<file path="config.mk">
export PLATFORM = sky130hd
export DESIGN_NAME = potq_engine
export DESIGN_NICKNAME = d
export VERILOG_FILES = /design/src/rtl/potq_pkg.sv /design/src/rtl/potq_decoder.sv /design/src/rtl/potq_channel.sv /design/src/rtl/potq_engine.sv
export SDC_FILE = /design/constraint.sdc
export NUM_CORES = 1
export LEC_CHECK = 0
export CORE_MARGIN = 3
export CORE_UTILIZATION = 30
export DETAILED_ROUTE_END_ITERATION = 12
export GPL_ROUTABILITY_DRIVEN = 0
export SLEW_MARGIN = 20
export SYNTH_ARGS = -nofsm -noshare
export SYNTH_HDL_FRONTEND = slang
export SYNTH_HIERARCHICAL = 1
export SYNTH_SLANG_ARGS = --single-unit
export TNS_END_PERCENT = 10
</file>
<file path="constraint.sdc">
create_clock -name clk -period 5.4 [get_ports clk]
set_input_delay 1.62 -clock clk [delete_from_list [all_inputs] [get_ports clk]]
set_output_delay 1.62 -clock clk [all_outputs]
set_load 0.05 [all_outputs]
</file>
<file path="src/rtl/potq_pkg.sv">
package potq_pkg;

    localparam int NCH   = 4;
    localparam int NSLOT = 4;
    localparam int DW    = 8;
    localparam int CHW   = $clog2(NCH);
    localparam int SLW   = $clog2(NSLOT);
    localparam int BW    = 8;

    localparam logic [3:0] ID_NIBBLE   = 4'b0101;
    localparam logic [3:0] STATUS_TAIL = 4'b0001;

    localparam logic [3:0] OP_GLB_LOAD = 4'b0001;
    localparam logic [3:0] OP_STEP     = 4'b0010;
    localparam logic [3:0] OP_STATUS   = 4'b0101;
    localparam logic [3:0] OP_GLB_SAVE = 4'b1000;
    localparam logic [3:0] OP_RD_WIPER = 4'b1001;
    localparam logic [3:0] OP_WR_WIPER = 4'b1010;
    localparam logic [3:0] OP_RD_SLOT  = 4'b1011;
    localparam logic [3:0] OP_WR_SLOT  = 4'b1100;
    localparam logic [3:0] OP_LOAD     = 4'b1101;
    localparam logic [3:0] OP_SAVE     = 4'b1110;

    typedef enum logic [2:0] {
        FS_ID,
        FS_INSTR,
        FS_DATA,
        FS_STEP,
        FS_IGNORE
    } fstate_e;

    typedef enum logic [3:0] {
        ACT_NONE,
        ACT_WR_WIPER,
        ACT_LOAD,
        ACT_LOAD_ALL,
        ACT_RD_WIPER,
        ACT_RD_SLOT,
        ACT_RD_STATUS,
        ACT_STEP,
        ACT_CM_SLOT,
        ACT_CM_SAVE,
        ACT_CM_SAVE_ALL
    } act_e;

    typedef struct packed {
        act_e             kind;
        logic [CHW-1:0]   ch;
        logic [SLW-1:0]   slot;
        logic [DW-1:0]    data;
    } act_t;

    function automatic logic [DW-1:0] seed_value(input int c, input int s);
        return DW'(16 * c + 4 * s + 3);
    endfunction

    function automatic logic [DW-1:0] step_sat(input logic [DW-1:0] v, input logic up);
        logic [DW-1:0] r;
        if (up) r = (v == {DW{1'b1}}) ? v : v + 1'b1;
        else    r = (v == '0) ? v : v - 1'b1;
        return r;
    endfunction

    function automatic logic id_match(input logic [BW-1:0] b, input logic [1:0] addr);
        return (b[7:4] == ID_NIBBLE) && (b[3:2] == 2'b00) && (b[1:0] == addr);
    endfunction

    function automatic logic is_commit(input act_e k);
        return (k == ACT_CM_SLOT) || (k == ACT_CM_SAVE) || (k == ACT_CM_SAVE_ALL);
    endfunction

    function automatic logic is_read(input act_e k);
        return (k == ACT_RD_WIPER) || (k == ACT_RD_SLOT) || (k == ACT_RD_STATUS);
    endfunction

endpackage

</file>
<file path="src/rtl/potq_decoder.sv">
module potq_decoder
    import potq_pkg::*;
(
    input  logic           clk,
    input  logic           rst,
    input  logic           frame_active,
    input  logic           byte_valid,
    input  logic [BW-1:0]  byte_data,
    input  logic [1:0]     dev_addr,
    input  logic           step_tick,
    input  logic           step_dir,
    output act_t           act
);

    fstate_e          state, state_n;
    logic             fa_q;
    act_t             pend, pend_n;
    logic [3:0]       op_q, op_n;
    logic [CHW-1:0]   ch_q, ch_n;
    logic [SLW-1:0]   sl_q, sl_n;

    always_comb begin
        state_n = state;
        pend_n  = pend;
        op_n    = op_q;
        ch_n    = ch_q;
        sl_n    = sl_q;
        act     = '0;
        if (!frame_active) begin
            state_n = FS_ID;
            pend_n  = '0;
            if (fa_q) act = pend;
        end else begin
            case (state)
                FS_ID: begin
                    if (byte_valid)
                        state_n = id_match(byte_data, dev_addr) ? FS_INSTR : FS_IGNORE;
                end
                FS_INSTR: begin
                    if (byte_valid) begin
                        op_n    = byte_data[7:4];
                        sl_n    = byte_data[3:2];
                        ch_n    = byte_data[1:0];
                        state_n = FS_IGNORE;
                        case (byte_data[7:4])
                            OP_RD_WIPER: begin
                                act     = '{kind: ACT_RD_WIPER, ch: byte_data[1:0],
                                            slot: byte_data[3:2], data: '0};
                                state_n = FS_DATA;
                            end
                            OP_RD_SLOT: begin
                                act     = '{kind: ACT_RD_SLOT, ch: byte_data[1:0],
                                            slot: byte_data[3:2], data: '0};
                                state_n = FS_DATA;
                            end
                            OP_WR_WIPER, OP_WR_SLOT: state_n = FS_DATA;
                            OP_LOAD: act = '{kind: ACT_LOAD, ch: byte_data[1:0],
                                             slot: byte_data[3:2], data: '0};
                            OP_GLB_LOAD: act = '{kind: ACT_LOAD_ALL, ch: byte_data[1:0],
                                                 slot: byte_data[3:2], data: '0};
                            OP_SAVE: pend_n = '{kind: ACT_CM_SAVE, ch: byte_data[1:0],
                                                slot: byte_data[3:2], data: '0};
                            OP_GLB_SAVE: pend_n = '{kind: ACT_CM_SAVE_ALL, ch: byte_data[1:0],
                                                    slot: byte_data[3:2], data: '0};
                            OP_STEP: state_n = FS_STEP;
                            OP_STATUS: begin
                                if (byte_data[3:0] == STATUS_TAIL) begin
                                    act     = '{kind: ACT_RD_STATUS, ch: '0, slot: '0, data: '0};
                                    state_n = FS_DATA;
                                end
                            end
                            default: state_n = FS_IGNORE;
                        endcase
                    end
                end
                FS_DATA: begin
                    if (byte_valid) begin
                        state_n = FS_IGNORE;
                        if (op_q == OP_WR_WIPER)
                            act = '{kind: ACT_WR_WIPER, ch: ch_q, slot: sl_q, data: byte_data};
                        else if (op_q == OP_WR_SLOT)
                            pend_n = '{kind: ACT_CM_SLOT, ch: ch_q, slot: sl_q, data: byte_data};
                    end
                end
                FS_STEP: begin
                    if (step_tick)
                        act = '{kind: ACT_STEP, ch: ch_q, slot: sl_q,
                                data: {{(DW-1){1'b0}}, step_dir}};
                end
                default: state_n = FS_IGNORE;
            endcase
        end
    end

    always_ff @(posedge clk) begin
        if (rst) begin
            state <= FS_ID;
            fa_q  <= 1'b0;
            pend  <= '0;
            op_q  <= '0;
            ch_q  <= '0;
            sl_q  <= '0;
        end else begin
            state <= state_n;
            fa_q  <= frame_active;
            pend  <= pend_n;
            op_q  <= op_n;
            ch_q  <= ch_n;
            sl_q  <= sl_n;
        end
    end

endmodule

</file>
<file path="src/rtl/potq_channel.sv">
module potq_channel
    import potq_pkg::*;
#(
    parameter int CH_IDX = 0
) (
    input  logic                        clk,
    input  logic                        rst,
    input  act_t                        act,
    output logic [DW-1:0]               wiper,
    output logic [NSLOT-1:0][DW-1:0]    slots
);

    logic sel;
    assign sel = (act.ch == CHW'(CH_IDX));

    always_ff @(posedge clk) begin
        if (rst) begin
            for (int s = 0; s < NSLOT; s++)
                slots[s] <= seed_value(CH_IDX, s);
            wiper <= seed_value(CH_IDX, 0);
        end else begin
            case (act.kind)
                ACT_WR_WIPER:    if (sel) wiper <= act.data;
                ACT_LOAD:        if (sel) wiper <= slots[act.slot];
                ACT_LOAD_ALL:    wiper <= slots[act.slot];
                ACT_STEP:        if (sel) wiper <= step_sat(wiper, act.data[0]);
                ACT_CM_SLOT:     if (sel) slots[act.slot] <= act.data;
                ACT_CM_SAVE:     if (sel) slots[act.slot] <= wiper;
                ACT_CM_SAVE_ALL: slots[act.slot] <= wiper;
                default: ;
            endcase
        end
    end

endmodule

</file>
<file path="src/rtl/potq_engine.sv">
module potq_engine
    import potq_pkg::*;
(
    input  logic                      clk,
    input  logic                      rst,
    input  logic                      frame_active,
    input  logic                      byte_valid,
    input  logic [BW-1:0]             byte_data,
    input  logic                      step_tick,
    input  logic                      step_dir,
    input  logic [1:0]                dev_addr,
    input  logic                      wip,
    output logic                      rd_valid,
    output logic [BW-1:0]             rd_data,
    output logic                      nv_req,
    output logic [NCH-1:0][DW-1:0]    wiper_out
);

    act_t                               act;
    logic [NCH-1:0][NSLOT-1:0][DW-1:0]  slot_all;
    logic [BW-1:0]                      rd_sel;

    potq_decoder u_dec (
        .clk          (clk),
        .rst          (rst),
        .frame_active (frame_active),
        .byte_valid   (byte_valid),
        .byte_data    (byte_data),
        .dev_addr     (dev_addr),
        .step_tick    (step_tick),
        .step_dir     (step_dir),
        .act          (act)
    );

    for (genvar c = 0; c < NCH; c++) begin : g_ch
        potq_channel #(.CH_IDX(c)) u_ch (
            .clk   (clk),
            .rst   (rst),
            .act   (act),
            .wiper (wiper_out[c]),
            .slots (slot_all[c])
        );
    end

    always_comb begin
        case (act.kind)
            ACT_RD_WIPER:  rd_sel = BW'(wiper_out[act.ch]);
            ACT_RD_SLOT:   rd_sel = BW'(slot_all[act.ch][act.slot]);
            ACT_RD_STATUS: rd_sel = {{(BW-1){1'b0}}, wip};
            default:       rd_sel = '0;
        endcase
    end

    always_ff @(posedge clk) begin
        if (rst) begin
            rd_valid <= 1'b0;
            rd_data  <= '0;
            nv_req   <= 1'b0;
        end else begin
            rd_valid <= is_read(act.kind);
            nv_req   <= is_commit(act.kind);
            if (is_read(act.kind)) rd_data <= rd_sel;
        end
    end

endmodule

</file>
After elaboration in Yosys (flattened, before gate mapping)
Cells that the tools add are included.
Word-level totals
  bits in registers: 198
  logic and storage cells: 230
Cells by class
  order comparisons: 3
  reduce and logical (&&, ||, !) cells: 30
  muxes and demuxes: 87
  equal/unequal tests: 68
  bitwise gates (word level): 2
  add/subtract/negate cells: 8
Operators by type and width (count)
  one-hot mux 32 bit (3 select lines): 4
  2-to-1 mux 32 bit: 9
  bitwise mux 32 bit: 8
  2-to-1 mux 8 bit: 31
  2-to-1 mux 16 bit: 8
  one-hot mux 8 bit (4 select lines): 4
  binary-select mux 8 bit (select 2 bit): 6
  one-hot mux 16 bit (5 select lines): 1
  binary-select mux 32 bit (select 2 bit): 1
  one-hot mux 16 bit (2 select lines): 2
  equality test 4 bit, second input constant: 12
  one-hot mux 16 bit (3 select lines): 1
  inequality test 2 x 1 -> 1 bit, second input constant: 21
  adder 8 x 1 -> 8 bit, second input constant: 4
  equality test 8 bit, second input constant: 4
  zero test 8 bit: 4
  subtractor 8 x 1 -> 8 bit, second input constant: 4
  2-to-1 mux 15 bit: 2
  AND reduction 6 bit: 5
  inequality test 3 bit, second input constant: 8
  one-hot mux 8 bit (3 select lines): 1
  equality test 4 x 3 -> 1 bit, second input constant: 5
  demux 8 bit (select 2 bit): 1
  2-to-1 mux 3 bit: 5
  26 further kinds: 47

Depth between registers and ports, before layout
  depth after elaboration: 13
  mapped depth: 15

Modules after synthesis
The synthesis kept the hierarchy.
By module, submodules not included
  potq_channel (g_ch[3].u_ch): cells each 249, instances 1, area an instance 2354.8 um2
  potq_channel (g_ch[0].u_ch): cells each 231, instances 1, area an instance 2225.9 um2
  potq_channel (g_ch[2].u_ch): cells each 240, instances 1, area an instance 2223.4 um2
  potq_channel (g_ch[1].u_ch): cells each 240, instances 1, area an instance 2218.4 um2
  potq_decoder: cells each 189, instances 1, area an instance 1691.6 um2
  potq_engine: cells each 122, instances 1, area an instance 1611.5 um2

Worst setup path after synthesis
No wires, ideal clock.
  path type: input-to-reg
  from: input byte_data[6]
  to: register g_ch[2].u_ch.wiper[0]
  data required time: 5280 ps
  slack: 52 ps
  setup time: 120 ps
  stages on the path: 13
  arrival: 5228 ps
  cell sequence: buf_2 > nand2b_1 > clkbuf_1 > or2_0 > a221o_1 > a21oi_1 > and4b_4 > nand4_1 > nor4_1 > or4_1 > buf_2 > nor2_1 > a211o_1
RTL lines
  start: declaration: RTL line potq_engine.sv:8  | input logic [BW-1:0] byte_data,
  end signal: assignment: RTL line potq_channel.sv:20  | wiper <= seed_value(CH_IDX, 0);
  end signal: assignment: RTL line potq_channel.sv:23  | ACT_WR_WIPER: if (sel) wiper <= act.data;
  end signal: assignment: RTL line potq_channel.sv:24  | ACT_LOAD: if (sel) wiper <= slots[act.slot];
  end: declaration: RTL line potq_channel.sv:9  | output logic [DW-1:0] wiper,

==> reports/metrics.cfg <==
[synthesis]
yosysUniqueCellTypes = 92
async_flop_share_pct = 0
seq_area_frac_synth_pct = 32.0
netlist_area_sq_mm = 0.0123
synth_fp_nets = 1316
syn_inst = 1271
yosysWarnings = 6
ys_ff_latch = 197
synth_edf_count = 0
avgSynthCellArea_sq_um = 9.70
synth_ff_type = dfxtp_1

[setup_path]
crit_required_ns = 5.73
reg2reg_depth = 9
worstSetupStartpoint = byte_data[6]
endpoint = g_ch[0].u_ch/wiper[3]$_SDFFE_PP0P_
timing.rr.start = u_dec/state[1]$_SDFFE_PP0P_
arrival_ns = 5.30
cp-end-kind = flip-flop
crit_type = in -> reg
cp_max_fo = 8
r2r-end = g_ch[0].u_ch/wiper[3]$_SDFFE_PP0P_
r2r_slack_ns = 1.51
worstSetupStartpointType = input port

[floorplanning]
coreArea_sq_mm = 0.0402
initial_utilization_pct = 30.7
dieArea_sq_mm = 0.0436
io_pins = 59
die_h_microns = 209
die_w_microns = 209
row_count = 73

[sta]
maxSlewHeadroom_pct = 28.9
hold_viol = 0
worst_pin_slew_ns = 1.06
finalSetupViolCount = 0
period_share_pct = 92.2
fin_crit_ns = 4.98
slew_viol_final = 0
fmax_mhz = 201
grt_setup_unrepaired = no
whs_ns = 0.466
fin_ws_ns = 0.422
setup_tns_ns = 0
skew_ns = 0.0112

[detailed_routing]
antenna_left = 0
wire_per_inst_microns = 22.5
via_per_inst = 5.87
num_vias = 10946
drt_iter0_drc = 1288
drt_wl_total_microns = 42000
drc = 0
firstDrtPassIters = 5

[placement]
dp_slack_ns = 0.106
dp.cells = 1834
portBuffers = 58
hpwl_microns = 31200

[cells_and_area]
final_cell_mix = dfxtp_1, nor2_1, a211oi_1
final_common_cell = dfxtp_1
nets = 1373
final_core_util_pct = 35.4
drive_above_1_share_pct = 16.4
final.fill_count = 4069
synthToLayoutAreaGrowth_pct = 15.6
fin_cells = 1866

[clock_tree]
cts_root_buf = clkbuf_16
cts_buffers = 17
clock_latency_ns = 0.45
cts_max_path_buffers = 2
hold_buffers = 0
postCtsSetupBuffers = 0
clock-sinks = 197
htree_levels = 4
cts_tree = yes
cts_resized = 0
clk_pin_slew_ns = 0.08

[global_route]
grt-ovfl-total = 0
grt_usage_pct = 18.7
antenna_found_initial = 0
grt_pass1_vias = 10339
grt_max_degree = 75
grt_pass1_wl_microns = 64000

[pwr]
p_leak_nw = 4.90
ir_worst_vdd_uv = 198
p_per_area_mw_per_mm2 = 199

[flow_run]
cap_violations = 0

[status]
outcome = finished, final reports clean

[hold_path]
hp-class = reg -> reg

-- kinds of logic (layout without fill, tap and decap cells) --
| logic type | Yosys count | in the layout | share of synthesized area [%] |
|---|---|---|---|
| simple gates | 440 | 440 | 19.1 |
| compound gates | 341 | 341 | 21.6 |
| flops | 197 | 197 | 32.0 |
| mux | 139 | 139 | 18.7 |
| buf+inv | 110 | 179 | 4.34 |
| fa+ha+maj | 28 | 28 | 3.09 |
| xor+xnor | 16 | 16 | 1.14 |
| other cells | 0 | 1 | 0 |
-- power by group --
group	internal [mW]	switching (mW)	total, mW
combinational	0.0338	0.0604	0.0943
clock	0.649	0.635	1.28
sequential	1.45	0.00231	1.46
-- synthesized netlist by cell type, types with 24 or more instances --
| cell type | count | area, sq um |
|---|---|---|
| dfxtp_1 | 197 | 3940 |
| nor2_1 | 187 | 702 |
| a211oi_1 | 90 | 676 |
| mux4_2 | 68 | 1530 |
| mux2i_1 | 67 | 671 |
| nand2_1 | 54 | 203 |
| a211o_1 | 46 | 403 |
| clkbuf_1 | 35 | 131 |
| inv_1 | 30 | 113 |
| a21oi_1 | 29 | 145 |
| o211ai_1 | 28 | 210 |
| o21ai_0 | 27 | 135 |
| buf_2 | 25 | 125 |
| nor2b_1 | 25 | 156 |
| a221oi_1 | 24 | 210 |
| ha_1 | 24 | 300 |
| nand2b_1 | 24 | 150 |
-- metal layers --
| metal | part of all wire [%] | global-route usage [%] | vias to the layer above |
|---|---|---|---|
| met3 | 7.6 | 3.27 | 79 |
| li1 | - | - | 5027 |
| met2 | 45 | 29.4 | 494 |
| met1 | 44 | 26.1 | 5346 |
| met5 | 0 | 0 | - |
| met4 | 3.0 | 6.33 | 0 |
-- critical path, cell delays in order --
cell and delay [ns]:
clkdlybuf4s50_1 0.60, nand2b_1 0.31, o21a_1 0.20, nor3_2 0.08, a221o_2 0.49, nor3_1 0.51, a21o_1 0.23, a22oi_1 0.13
or4_1 0.66, a221oi_1 0.35, a211oi_1 0.13
-- through the flow --
| step | total power [mW] | cell area [sq um] |
|---|---|---|
| 2_1_floorplan | 1.55 | 12300 |
| 3_3_place_gp | 1.58 | 13700 |
| 3_5_place_dp | 1.58 | 13700 |
| 4_1_cts | 2.85 | 14200 |
| 5_1_grt | 2.91 | 14200 |
| 6_report | 2.83 | 14200 |
-- worst min-delay path by stage --
stage	startpoint	endpoint	slack [ns]	cells after the start
after CTS	u_dec/pend[0]$_SDFFE_PP0P_	u_dec/pend[0]$_SDFFE_PP0P_	0.46	2
after global routing	u_dec/pend[5]$_SDFFE_PP0P_	u_dec/pend[5]$_SDFFE_PP0P_	0.49	2
final	u_dec/pend[4]$_SDFFE_PP0P_	u_dec/pend[4]$_SDFFE_PP0P_	0.47	2
after floorplan	u_dec/pend[15]$_SDFFE_PP0P_	u_dec/pend[15]$_SDFFE_PP0P_	0.43	1
after detailed placement	u_dec/pend[0]$_SDFFE_PP0P_	u_dec/pend[0]$_SDFFE_PP0P_	0.46	2
after global placement	u_dec/pend[0]$_SDFFE_PP0P_	u_dec/pend[0]$_SDFFE_PP0P_	0.44	2
-- layout make-up --
cell class / instances / area, sq um / share of cell area [%]
multi-input cells: 964 / 7870 / 55.2
flip-flops and latches: 197 / 3940 / 27.7
repair buffers: 118 / 1090 / 7.66
clock inverters: 14 / 145 / 1.02
well taps: 525 / 657 / 4.61
diodes: 1 / 2.50 / 0.0176
clock buffers: 17 / 425 / 2.99
inverters: 30 / 113 / 0.791
-- sequential cells by signal, indices dropped and copies added, names as in the netlist, 2 cells and up --
| name | count |
|---|---|
| g_ch.u_ch/slots | 128 |
| u_dec/state | 3 |
| g_ch.u_ch/wiper | 32 |
| u_dec/sl_q | 2 |
| u_dec/pend | 15 |
| u_dec/op_q | 4 |
| u_dec/ch_q | 2 |
| rd_data | 8 |
No activity file was read; power rests on OpenSTA's default activity.
